### src/rtl/exc_pkg.sv
package exc_pkg;
  localparam int KIND_N = 13;
  localparam int KIND_W = $clog2(KIND_N);

  typedef enum logic [KIND_W-1:0] {
    K_MCHECK    = 4'd0,
    K_ADDR_ERR  = 4'd1,
    K_TLB_REFIL = 4'd2,
    K_TLB_INVAL = 4'd3,
    K_TLB_MOD   = 4'd4,
    K_SYSCALL   = 4'd5,
    K_BREAK     = 4'd6,
    K_RESV_INST = 4'd7,
    K_COP_UNUSE = 4'd8,
    K_OVERFLOW  = 4'd9,
    K_TRAP      = 4'd10,
    K_THREAD    = 4'd11,
    K_INTERRUPT = 4'd12
  } fault_kind_e;

  typedef enum logic [4:0] {
    C_INT    = 5'd0,
    C_MOD    = 5'd1,
    C_TLBL   = 5'd2,
    C_TLBS   = 5'd3,
    C_ADEL   = 5'd4,
    C_ADES   = 5'd5,
    C_SYS    = 5'd8,
    C_BP     = 5'd9,
    C_RI     = 5'd10,
    C_CPU    = 5'd11,
    C_OV     = 5'd12,
    C_TR     = 5'd13,
    C_MCHECK = 5'd24,
    C_THREAD = 5'd25
  } exc_code_e;

  localparam logic [31:0] BOOT_BASE   = 32'hBFC0_0200;
  localparam logic [31:0] OFS_GENERAL = 32'h0000_0180;
  localparam logic [31:0] OFS_INTVEC  = 32'h0000_0200;
  localparam logic [31:0] OFS_ZERO    = 32'h0000_0000;

  typedef struct packed {
    exc_code_e code;
    logic      wr_badv;
    logic      wr_tlb;
    logic      wr_ce;
  } fault_attr_t;
endpackage

### src/rtl/exc_prio_sel.sv
module exc_prio_sel #(
  parameter int N = 13,
  localparam int IW = $clog2(N)
) (
  input  logic [N-1:0]  req,
  output logic          any,
  output logic [IW-1:0] idx
);
  logic [N-1:0] grant;
  logic [N-1:0] seen;

  assign seen[0]  = 1'b0;
  assign grant[0] = req[0];
  for (genvar i = 1; i < N; i++) begin : g_chain
    assign seen[i]  = seen[i-1] | req[i-1];
    assign grant[i] = req[i] & ~seen[i];
  end

  assign any = |req;

  always_comb begin
    idx = '0;
    for (int j = 0; j < N; j++) begin
      if (grant[j]) idx = IW'(j);
    end
  end
endmodule

### src/rtl/exc_code_map.sv
module exc_code_map
  import exc_pkg::*;
(
  input  fault_kind_e kind,
  input  logic        store,
  input  logic        exl_now,
  input  logic        iv_sel,
  output fault_attr_t attr,
  output logic [31:0] offset
);
  always_comb begin
    attr.wr_badv = 1'b0;
    attr.wr_tlb  = 1'b0;
    attr.wr_ce   = 1'b0;
    offset       = OFS_GENERAL;
    unique case (kind)
      K_MCHECK:    attr.code = C_MCHECK;
      K_ADDR_ERR: begin
        attr.code    = store ? C_ADES : C_ADEL;
        attr.wr_badv = 1'b1;
      end
      K_TLB_REFIL: begin
        attr.code    = store ? C_TLBS : C_TLBL;
        attr.wr_badv = 1'b1;
        attr.wr_tlb  = 1'b1;
        offset       = exl_now ? OFS_GENERAL : OFS_ZERO;
      end
      K_TLB_INVAL: begin
        attr.code    = store ? C_TLBS : C_TLBL;
        attr.wr_badv = 1'b1;
        attr.wr_tlb  = 1'b1;
      end
      K_TLB_MOD: begin
        attr.code    = C_MOD;
        attr.wr_badv = 1'b1;
        attr.wr_tlb  = 1'b1;
      end
      K_SYSCALL:   attr.code = C_SYS;
      K_BREAK:     attr.code = C_BP;
      K_RESV_INST: attr.code = C_RI;
      K_COP_UNUSE: begin
        attr.code  = C_CPU;
        attr.wr_ce = 1'b1;
      end
      K_OVERFLOW:  attr.code = C_OV;
      K_TRAP:      attr.code = C_TR;
      K_THREAD:    attr.code = C_THREAD;
      K_INTERRUPT: begin
        attr.code = C_INT;
        offset    = iv_sel ? OFS_INTVEC : OFS_ZERO;
      end
      default:     attr.code = C_INT;
    endcase
  end
endmodule

### src/rtl/exc_vector_calc.sv
module exc_vector_calc
  import exc_pkg::*;
#(
  parameter int AW = 32
) (
  input  logic          boot_sel,
  input  logic [AW-1:0] ebase,
  input  logic [31:0]   offset,
  output logic [AW-1:0] vector
);
  logic [AW-1:0] base;
  assign base   = boot_sel ? AW'(BOOT_BASE) : ebase;
  assign vector = base + AW'(offset);
endmodule

### src/rtl/exc_vector_unit.sv
module exc_vector_unit
  import exc_pkg::*;
#(
  parameter int AW     = 32,
  parameter int ASID_W = 8,
  parameter int VPN_W  = 21,
  parameter int COP_W  = 2,
  localparam int V2_W  = VPN_W - 2
) (
  input  logic              clk,
  input  logic              rst_n,
  input  logic [KIND_N-1:0] flt_req,
  input  logic [AW-1:0]     flt_vaddr,
  input  logic              flt_store,
  input  logic [ASID_W-1:0] flt_asid,
  input  logic [VPN_W-1:0]  flt_vpn,
  input  logic [COP_W-1:0]  flt_cop,
  input  logic              boot_vec_sel,
  input  logic              int_vec_sel,
  input  logic [AW-1:0]     exc_base,
  input  logic              exl_clear,
  output logic              redirect_valid,
  output logic [AW-1:0]     redirect_pc,
  output logic              status_exl,
  output logic [4:0]        cause_code,
  output logic [COP_W-1:0]  cause_ce,
  output logic [AW-1:0]     bad_vaddr,
  output logic [ASID_W-1:0] ehi_asid,
  output logic [V2_W-1:0]   ehi_vpn2,
  output logic [1:0]        ehi_vpn2x,
  output logic [V2_W-1:0]   ctx_badvpn2
);
  logic              any_req;
  logic [KIND_W-1:0] sel_idx;
  fault_attr_t       attr;
  logic [31:0]       offset;
  logic [AW-1:0]     vector;

  exc_prio_sel #(.N(KIND_N)) u_prio (
    .req (flt_req),
    .any (any_req),
    .idx (sel_idx)
  );

  exc_code_map u_map (
    .kind    (fault_kind_e'(sel_idx)),
    .store   (flt_store),
    .exl_now (status_exl),
    .iv_sel  (int_vec_sel),
    .attr    (attr),
    .offset  (offset)
  );

  exc_vector_calc #(.AW(AW)) u_vec (
    .boot_sel (boot_vec_sel),
    .ebase    (exc_base),
    .offset   (offset),
    .vector   (vector)
  );

  // Clock enables
  logic en_badv, en_tlb, en_ce, en_exl;
  logic exl_nxt;

  always_comb begin
    en_badv = any_req & attr.wr_badv;
    en_tlb  = any_req & attr.wr_tlb;
    en_ce   = any_req & attr.wr_ce;
    en_exl  = any_req | exl_clear;
    exl_nxt = any_req;
  end

  always_ff @(posedge clk or negedge rst_n) begin
    if (!rst_n) begin
      redirect_valid <= 1'b0;
      redirect_pc    <= '0;
      cause_code     <= '0;
    end else begin
      redirect_valid <= any_req;
      if (any_req) begin
        redirect_pc <= vector;
        cause_code  <= attr.code;
      end
    end
  end

  always_ff @(posedge clk or negedge rst_n) begin
    if (!rst_n)      status_exl <= 1'b0;
    else if (en_exl) status_exl <= exl_nxt;
  end

  always_ff @(posedge clk or negedge rst_n) begin
    if (!rst_n)       bad_vaddr <= '0;
    else if (en_badv) bad_vaddr <= flt_vaddr;
  end

  always_ff @(posedge clk or negedge rst_n) begin
    if (!rst_n) begin
      ehi_asid    <= '0;
      ehi_vpn2    <= '0;
      ehi_vpn2x   <= '0;
      ctx_badvpn2 <= '0;
    end else if (en_tlb) begin
      ehi_asid    <= flt_asid;
      ehi_vpn2    <= flt_vpn[VPN_W-1:2];
      ehi_vpn2x   <= flt_vpn[1:0];
      ctx_badvpn2 <= flt_vpn[VPN_W-1:2];
    end
  end

  always_ff @(posedge clk or negedge rst_n) begin
    if (!rst_n)     cause_ce <= '0;
    else if (en_ce) cause_ce <= flt_cop;
  end

  // Assertions
  p_pulse_follows_req_r11: assert property (@(posedge clk) disable iff (!rst_n)
    $past(|flt_req) |-> (redirect_valid && status_exl));
  p_no_spurious_pulse_r11: assert property (@(posedge clk) disable iff (!rst_n)
    redirect_valid |-> $past(|flt_req));
  p_mcheck_wins_r2: assert property (@(posedge clk) disable iff (!rst_n)
    $past(flt_req[0]) |-> (cause_code == 5'd24));
  p_boot_base_r5: assert property (@(posedge clk) disable iff (!rst_n)
    ($past(|flt_req) && $past(boot_vec_sel)) |-> (redirect_pc[31:12] == 20'hBFC00));
  p_badv_hold_r8: assert property (@(posedge clk) disable iff (!rst_n)
    $past(flt_req == '0) |-> $stable(bad_vaddr));
  p_exl_clear_r12: assert property (@(posedge clk) disable iff (!rst_n)
    $past(exl_clear && (flt_req == '0)) |-> !status_exl);
  p_ce_only_cop_r10: assert property (@(posedge clk) disable iff (!rst_n)
    !$stable(cause_ce) |-> (cause_code == 5'd11));
endmodule

### config.mk
export PLATFORM = sky130hd
export DESIGN_NAME = exc_vector_unit
export DESIGN_NICKNAME = d
export VERILOG_FILES = /design/src/rtl/exc_pkg.sv /design/src/rtl/exc_prio_sel.sv /design/src/rtl/exc_code_map.sv /design/src/rtl/exc_vector_calc.sv /design/src/rtl/exc_vector_unit.sv
export SDC_FILE = /design/constraint.sdc
export NUM_CORES = 1
export LEC_CHECK = 0
export ABC_CLOCK_PERIOD_IN_PS = 3200
export BUFFER_PORTS_ARGS = -buffer_cell sky130_fd_sc_hd__buf_2
export CAP_MARGIN = 20
export CELL_PAD_IN_SITES_DETAIL_PLACEMENT = 0
export CELL_PAD_IN_SITES_GLOBAL_PLACEMENT = 1
export CORE_MARGIN = 1
export CORE_UTILIZATION = 38
export CTS_CLUSTER_SIZE = 12
export DETAILED_ROUTE_END_ITERATION = 7
export GPL_ROUTABILITY_DRIVEN = 0
export PLACE_DENSITY_LB_ADDON = 0.12
export SLEW_MARGIN = 20
export SYNTH_ARGS = -nofsm -noshare
export SYNTH_HDL_FRONTEND = slang
export SYNTH_HIERARCHICAL = 1
export SYNTH_SLANG_ARGS = --single-unit
### constraint.sdc
create_clock -name clk -period 3.2 [get_ports clk]
set_input_delay 0.16 -clock clk [delete_from_list [all_inputs] [get_ports clk]]
set_output_delay 0.16 -clock clk [all_outputs]
set_load 0.01 [all_outputs]
==> results.py, run 1 <==
metrics = {
    "power": {
        "peakVddDrop_mv": 0.273,
        "powerDensity_nw_per_um2": 487,
        "p_seq_share_pct": 40.3,
        "p_leak_nw": 3.99,
        "switchingPower_mw": 1.34,
        "p_int_mw": 2.73,
        "switching_share_pct": 33.0,
        "clkPwrFrac_pct": 27.5,
        "pwr-share-comb_pct": 32.2,
    },
    "synth": {
        "ys_ff_latch": 102,
        "netlist_top_cells_count": "dfrtp_1 (102), mux2_2 (100), buf_4 (51)",
        "synth_edf_count": 0,
        "yosys-top-cells-area": "dfrtp_1 (39%), mux2_2 (17%), ha_1 (5.9%), buf_4 (5.8%), a21oi_1 (3.1%)",
        "yosysTopAreaCell": "dfrtp_1",
        "synth_top_cell_area_share_pct": 38.7,
        "netlist_area_um2": 6600,
        "postSynthAreaPerCell_um2": 10.4,
        "syn_inst": 633,
        "ys_types": 70,
        "async_flop_share_pct": 100,
        "yosysMostFrequentCell": "dfrtp_1",
        "yosys_warnings": 6,
        "synthFlopType": "dfrtp_1",
        "ys_seq_area_share_pct": 38.7,
    },
    "floorplan": {
        "die_area_um2": 17900,
        "io_pins": 235,
        "initial_utilization_pct": 39.4,
        "fp.dieH_um": 134,
        "num_rows": 47,
        "die_w_um": 134,
        "coreArea_um2": 16800,
    },
    "setup_path": {
        "worstPathMaxFanout": 5,
        "reg2reg_depth": 10,
        "worst-endpoint-required_ps": 3450,
        "cp-startpoint": "flt_req[8]",
        "r2r_setup_slack_ps": 300,
        "timing.rr.end": "redirect_pc[24]",
        "reg2reg_from": "status_exl",
        "critPathArrivalTime_ps": 3300,
        "path_class": "input pin to register",
        "critPathLaunchType": "input pin",
        "endpoint": "redirect_pc[24]",
        "cp-end-kind": "register",
    },
    "drt": {
        "first_pass_iters": 4,
        "drcViolationCount": 0,
        "vias_per_cell": 4.94,
        "wl_um": 17600,
        "ant_nets": 0,
        "wl_per_cell_um": 15.9,
        "vias": 5451,
        "drt-initial-drc-count": 177,
    },
    "outcome": {
        "status": "finished clean",
    },
    "sta": {
        "hold_viol": 0,
        "max_slew_margin_pct": 49.1,
        "setup_ws_ps": 149,
        "max_freq_mhz": 328,
        "period_needed_ps": 3050,
        "min_period_over_period_pct": 95.4,
        "setup_viol": 0,
        "tns_ps": 0,
        "worst_pin_slew_ps": 764,
        "slew_viol_final": 0,
        "clock_skew_ps": 6.47,
    },
    "placed_design": {
        "dp_slack_ps": -573,
        "io_buffers": 234,
        "place_area_um2": 8000,
        "placed_cells": 1085,
        "dp_hpwl_um": 13800,
    },
    "cts": {
        "cts_buffers": 9,
        "cts_tree": "yes",
        "cts_sinks": 102,
        "postCtsSetupBuffers": 0,
        "clkSlewWorstSetupHoldPaths_ps": 80,
        "clockBufferDepth": 2,
        "ctsHtreeMaxLevel": 3,
        "cts-root-buf": "clkbuf_16",
        "clock_latency_ps": 350,
    },
    "cells_and_area": {
        "fin_area_um2": 8360,
        "multiInputGateArea_um2": 3650,
        "fin_util_pct": 49.9,
        "fin_cells": 1103,
        "area_growth_pct": 26.7,
        "fin_nets": 1023,
        "drive_above_1_share_pct": 48.6,
        "fillers": 1615,
        "regArea_um2": 2550,
    },
    "hold_path": {
        "holdCritPathClass": "input pin to register",
        "min_delay_path_depth": 2,
        "hold_start": "flt_vpn[18]",
    },
    "flow_run": {
        "maxCapViolCount": 0,
    },
    "global_routing": {
        "grt_usage_pct": 20.0,
        "grt_first_pass_wirelength_um": 28200,
        "grt.overflow.total": 0,
        "grt_max_degree": 60,
        "grt_antenna_before_repair": 1,
        "grt_pass1_vias": 5511,
    },
}
==> worst max-delay path, stage by stage <==
cell and delay (ps):
buf_2 120, nor4_2 330, and2b_1 210, nor2b_2 60, or4b_1 530, a21o_1 190, ha_1 350, nand2_1 90
o21ai_1 80, buf_4 150, o41a_4 470, a211oi_2 220, xnor2_1 80, mux2_2 260
==> placed cells by master (no fill, tap or decap), types with 13 or more instances in the layout <==
cell,n
o21ai_0,20
ha_1,31
nor2_1,25
xnor2_1,15
xor2_1,13
a21oi_1,41
nand2_1,32
mux2_2,100
nor2b_1,24
buf_4,46
dfrtp_1,102
inv_1,14
buf_2,233
conb_1,29
==> flip-flops by register name, indices dropped and copies added, names as in the netlist <==
| name | cells |
|---|---|
| cause_ce | 2 |
| ehi_vpn2x | 2 |
| redirect_valid | 1 |
| redirect_pc | 32 |
| ehi_vpn2 | 19 |
| status_exl | 1 |
| cause_code | 5 |
| bad_vaddr | 32 |
| ehi_asid | 8 |
==> power groups by stage <==
| stage | sequential, mW | clock, mW | combinational [mW] |
|---|---|---|---|
| after floorplan | 1.77 | 0 | 0.723 |
| after global placement | 1.65 | 0 | 1.28 |
| after detailed placement | 1.67 | 0 | 1.29 |
| after CTS | 1.64 | 1.16 | 1.30 |
| after global routing | 1.67 | 1.21 | 1.44 |
| final | 1.64 | 1.12 | 1.31 |
==> timing repair <==
item / 4_1_cts / 5_1_grt
resized for setup: 2 / 7
pin swaps: 0 / 2
hold buffers: 1 / 0
setup endpoints to repair: 1 / 16
hold endpoints to repair: 57 / 0
==> routing by layer <==
metal	global-route usage (%)	up-vias	routed length, µm
li1	-	2690	-
met1	24.9	2594	7680
met2	35.0	146	8940
met3	2.89	21	648
met4	6.88	0	293
met5	0	-	0
==> worst min path at each step <==
stage,end,slack [ps]
floorplan,bad_vaddr[0],-140
global placement,redirect_pc[3],260
detailed placement,redirect_pc[3],270
CTS,bad_vaddr[10],10
global route,bad_vaddr[5],20
finish,ehi_vpn2[16],30
==> metrics by stage <==
step	total power, mW	hold WS (ps)
2_1_floorplan	2.49	-136
3_3_place_gp	2.94	256
3_5_place_dp	2.96	271
4_1_cts	4.10	15.0
5_1_grt	4.32	18.6
6_report	4.07	31.2
==> cells by family (layout without fill, tap and decap cells) <==
family | Yosys count | in the layout | synth area share [%]
other | 1 | 30 | 0.0569
buffers and inverters | 89 | 310 | 8.23
adders and majority gates | 32 | 32 | 6.18
and+or+nand+nor | 154 | 154 | 13.0
muxes | 102 | 102 | 17.4
AOI/OAI and AO/OA | 125 | 125 | 12.7
DFF | 102 | 102 | 38.7
xor gates and xnor gates | 28 | 28 | 3.72
==> layout make-up <==
cell class                 count  share of cell area (%)
clock buffer                  10                    2.86
sequential                   102                    30.5
tap                          220                    3.29
inverter                      14                   0.629
timing repair buffer         280                    18.2
clock inverter                 6                   0.749
multi-input combinational    470                    43.7
antenna                        1                  0.0299
Note: power is estimated with default switching activity, not from simulation.
==> run 2, diff against run 1 <==
- CELL_PAD_IN_SITES_DETAIL_PLACEMENT: 0 -> unset
- CELL_PAD_IN_SITES_GLOBAL_PLACEMENT: 1 -> unset
- CORE_UTILIZATION: 38 -> 50
==> run 2 against run 1 <==
Net effect: critical path depth unchanged; register-to-register slack got worse by 40 ps; maximum frequency decreased by 1.6%; hold slack improved by 1.1 ps; worst setup slack got worse by 51 ps; highest routed layer unchanged.
==> results.py, run 2 (synthesis gave the netlist of run 1 again) <==
metrics = {
    "drt": {
        "met3_length_um": 801,
        "first_pass_iters": 4,
        "wl_per_cell_um": 15.7,
        "dr.max_layer_used": "met4",
        "vias": 5475,
        "vias_per_cell": 5.22,
        "wl_um": 16500,
        "wl_met2_um": 8340,
        "ant_nets": 0,
        "drt-met1-wl_um": 7030,
        "drt-initial-drc-count": 229,
        "drcViolationCount": 0,
    },
    "setup_path": {
        "r2r_setup_slack_ps": 260,
        "path_class": "input pin to register",
        "worstPathMaxFanout": 5,
        "critPathArrivalTime_ps": 3340,
        "worst-endpoint-required_ps": 3440,
        "cp-end-kind": "register",
        "critPathLaunchType": "input pin",
    },
    "flow_run": {
        "maxCapViolCount": 0,
    },
    "power": {
        "power.total_mw": 4.01,
        "peakVddDrop_mv": 0.385,
        "powerDensity_nw_per_um2": 486,
        "p_leak_nw": 3.94,
    },
    "global_routing": {
        "grt.overflow.total": 0,
        "grt_antenna_before_repair": 0,
        "grt_max_degree": 55,
        "grt_pass1_vias": 5095,
        "grt_first_pass_wirelength_um": 24600,
        "grt_usage_pct": 23.5,
    },
    "sta": {
        "min_period_over_period_pct": 96.9,
        "clock_skew_ps": 3.57,
        "max_freq_mhz": 322,
        "max_slew_margin_pct": 51.6,
        "hold_viol": 0,
        "period_needed_ps": 3100,
        "timing.hold.ws_ps": 32.3,
        "worst_pin_slew_ps": 719,
        "slew_viol_final": 0,
        "setup_viol": 0,
    },
    "cts": {
        "cts_buffers": 9,
        "clockBufferDepth": 2,
        "clkSlewWorstSetupHoldPaths_ps": 80,
        "cts_tree": "yes",
        "clock_latency_ps": 340,
        "ctsHtreeMaxLevel": 3,
        "cts_sinks": 102,
        "cts-root-buf": "clkbuf_16",
    },
    "floorplan": {
        "coreArea_um2": 12700,
        "die_w_um": 117,
        "die_area_um2": 13700,
        "initial_utilization_pct": 51.8,
        "io_pins": 235,
        "fp.dieH_um": 117,
        "num_rows": 41,
    },
    "cells_and_area": {
        "layout_common_cells": "buf_2 (233), dfrtp_1 (102), mux2_2 (100), a21oi_1 (41), buf_4 (40)",
        "reg_top3": "bad_vaddr (32), redirect_pc (32), ehi_vpn2 (19)",
        "fin_nets": 1017,
        "layout_commonest_cell": "buf_2",
        "fin_util_pct": 64.8,
        "antennaDiodeCount": 0,
        "fillers": 1123,
        "drive_above_1_share_pct": 48.3,
        "area_growth_pct": 24.9,
    },
    "outcome": {
        "status": "finished clean",
    },
    "hold_path": {
        "holdCritPathClass": "input pin to register",
    },
    "placed_design": {
        "io_buffers": 234,
        "dp_hpwl_um": 12900,
    },
}
run 2: routing by layer:
metal | global-route usage (%) | vias up
met5 | 0 | -
met1 | 29.2 | 2606
li1 | - | 2682
met2 | 41.2 | 166
met3 | 4.43 | 21
met4 | 7.59 | 0
run 2: path summary, 6_finish.rpt:
path	from	end	cells past startpoint
setup / recovery	flt_req[8]	redirect_pc[24]	14
hold / removal	flt_vaddr[1]	bad_vaddr[1]	2
setup reg to reg	status_exl	redirect_pc[24]	10
hold reg to reg	bad_vaddr[21]	bad_vaddr[21]	1
max in group asynchronous	rst_n	ehi_vpn2[13]	3
min in group asynchronous	rst_n	ehi_vpn2[14]	2
run 2: report_power, final:
part,switching (mW),total (mW),internal [mW]
clock,0.516,1.06,0.544
combinational,0.673,1.30,0.630
sequential,0.123,1.64,1.52
run 2: timing repair:
item | 4_1_cts | 5_1_grt
cloned | 0 | 0
hold endpoints to repair | 52 | 0
hold buffers | 1 | 0
setup endpoints to repair | 2 | 6
setup buffers | 0 | 0
gates resized for setup | 2 | 7
run 2: final cells by class:
type / count / area, µm² / share of cell area (%)
Clock buffer: 10 / 229 / 2.78
Clock inverter: 6 / 52.6 / 0.638
Inverter: 14 / 52.6 / 0.638
Multi-Input combinational cell: 470 / 3660 / 44.4
Sequential cell: 102 / 2550 / 31.0
Tap cell: 172 / 215 / 2.61
Timing Repair Buffer: 274 / 1480 / 17.9
run 2: stage by stage:
step,cell area [µm²],instances,setup WS [ps],setup TNS (ps)
finish,8240,1048,98.2,0
global route,8240,1048,-90.7,-150
CTS,8190,1048,80.1,0
detailed placement,7890,1031,-443,-4840
global placement,7890,1031,-393,-3510
floorplan,6700,661,13.9,0
run 2: worst max-delay path, cell delays in order:
cell and delay, ps:
buf_2 130, nor4_4 310, and2b_1 200, nor2b_2 60, or4b_1 530, a21o_1 200
ha_1 340, nand2_1 80, o21ai_0 110, buf_4 170, o41a_4 470, a211oi_2 220
xnor2_1 90, mux2_2 260
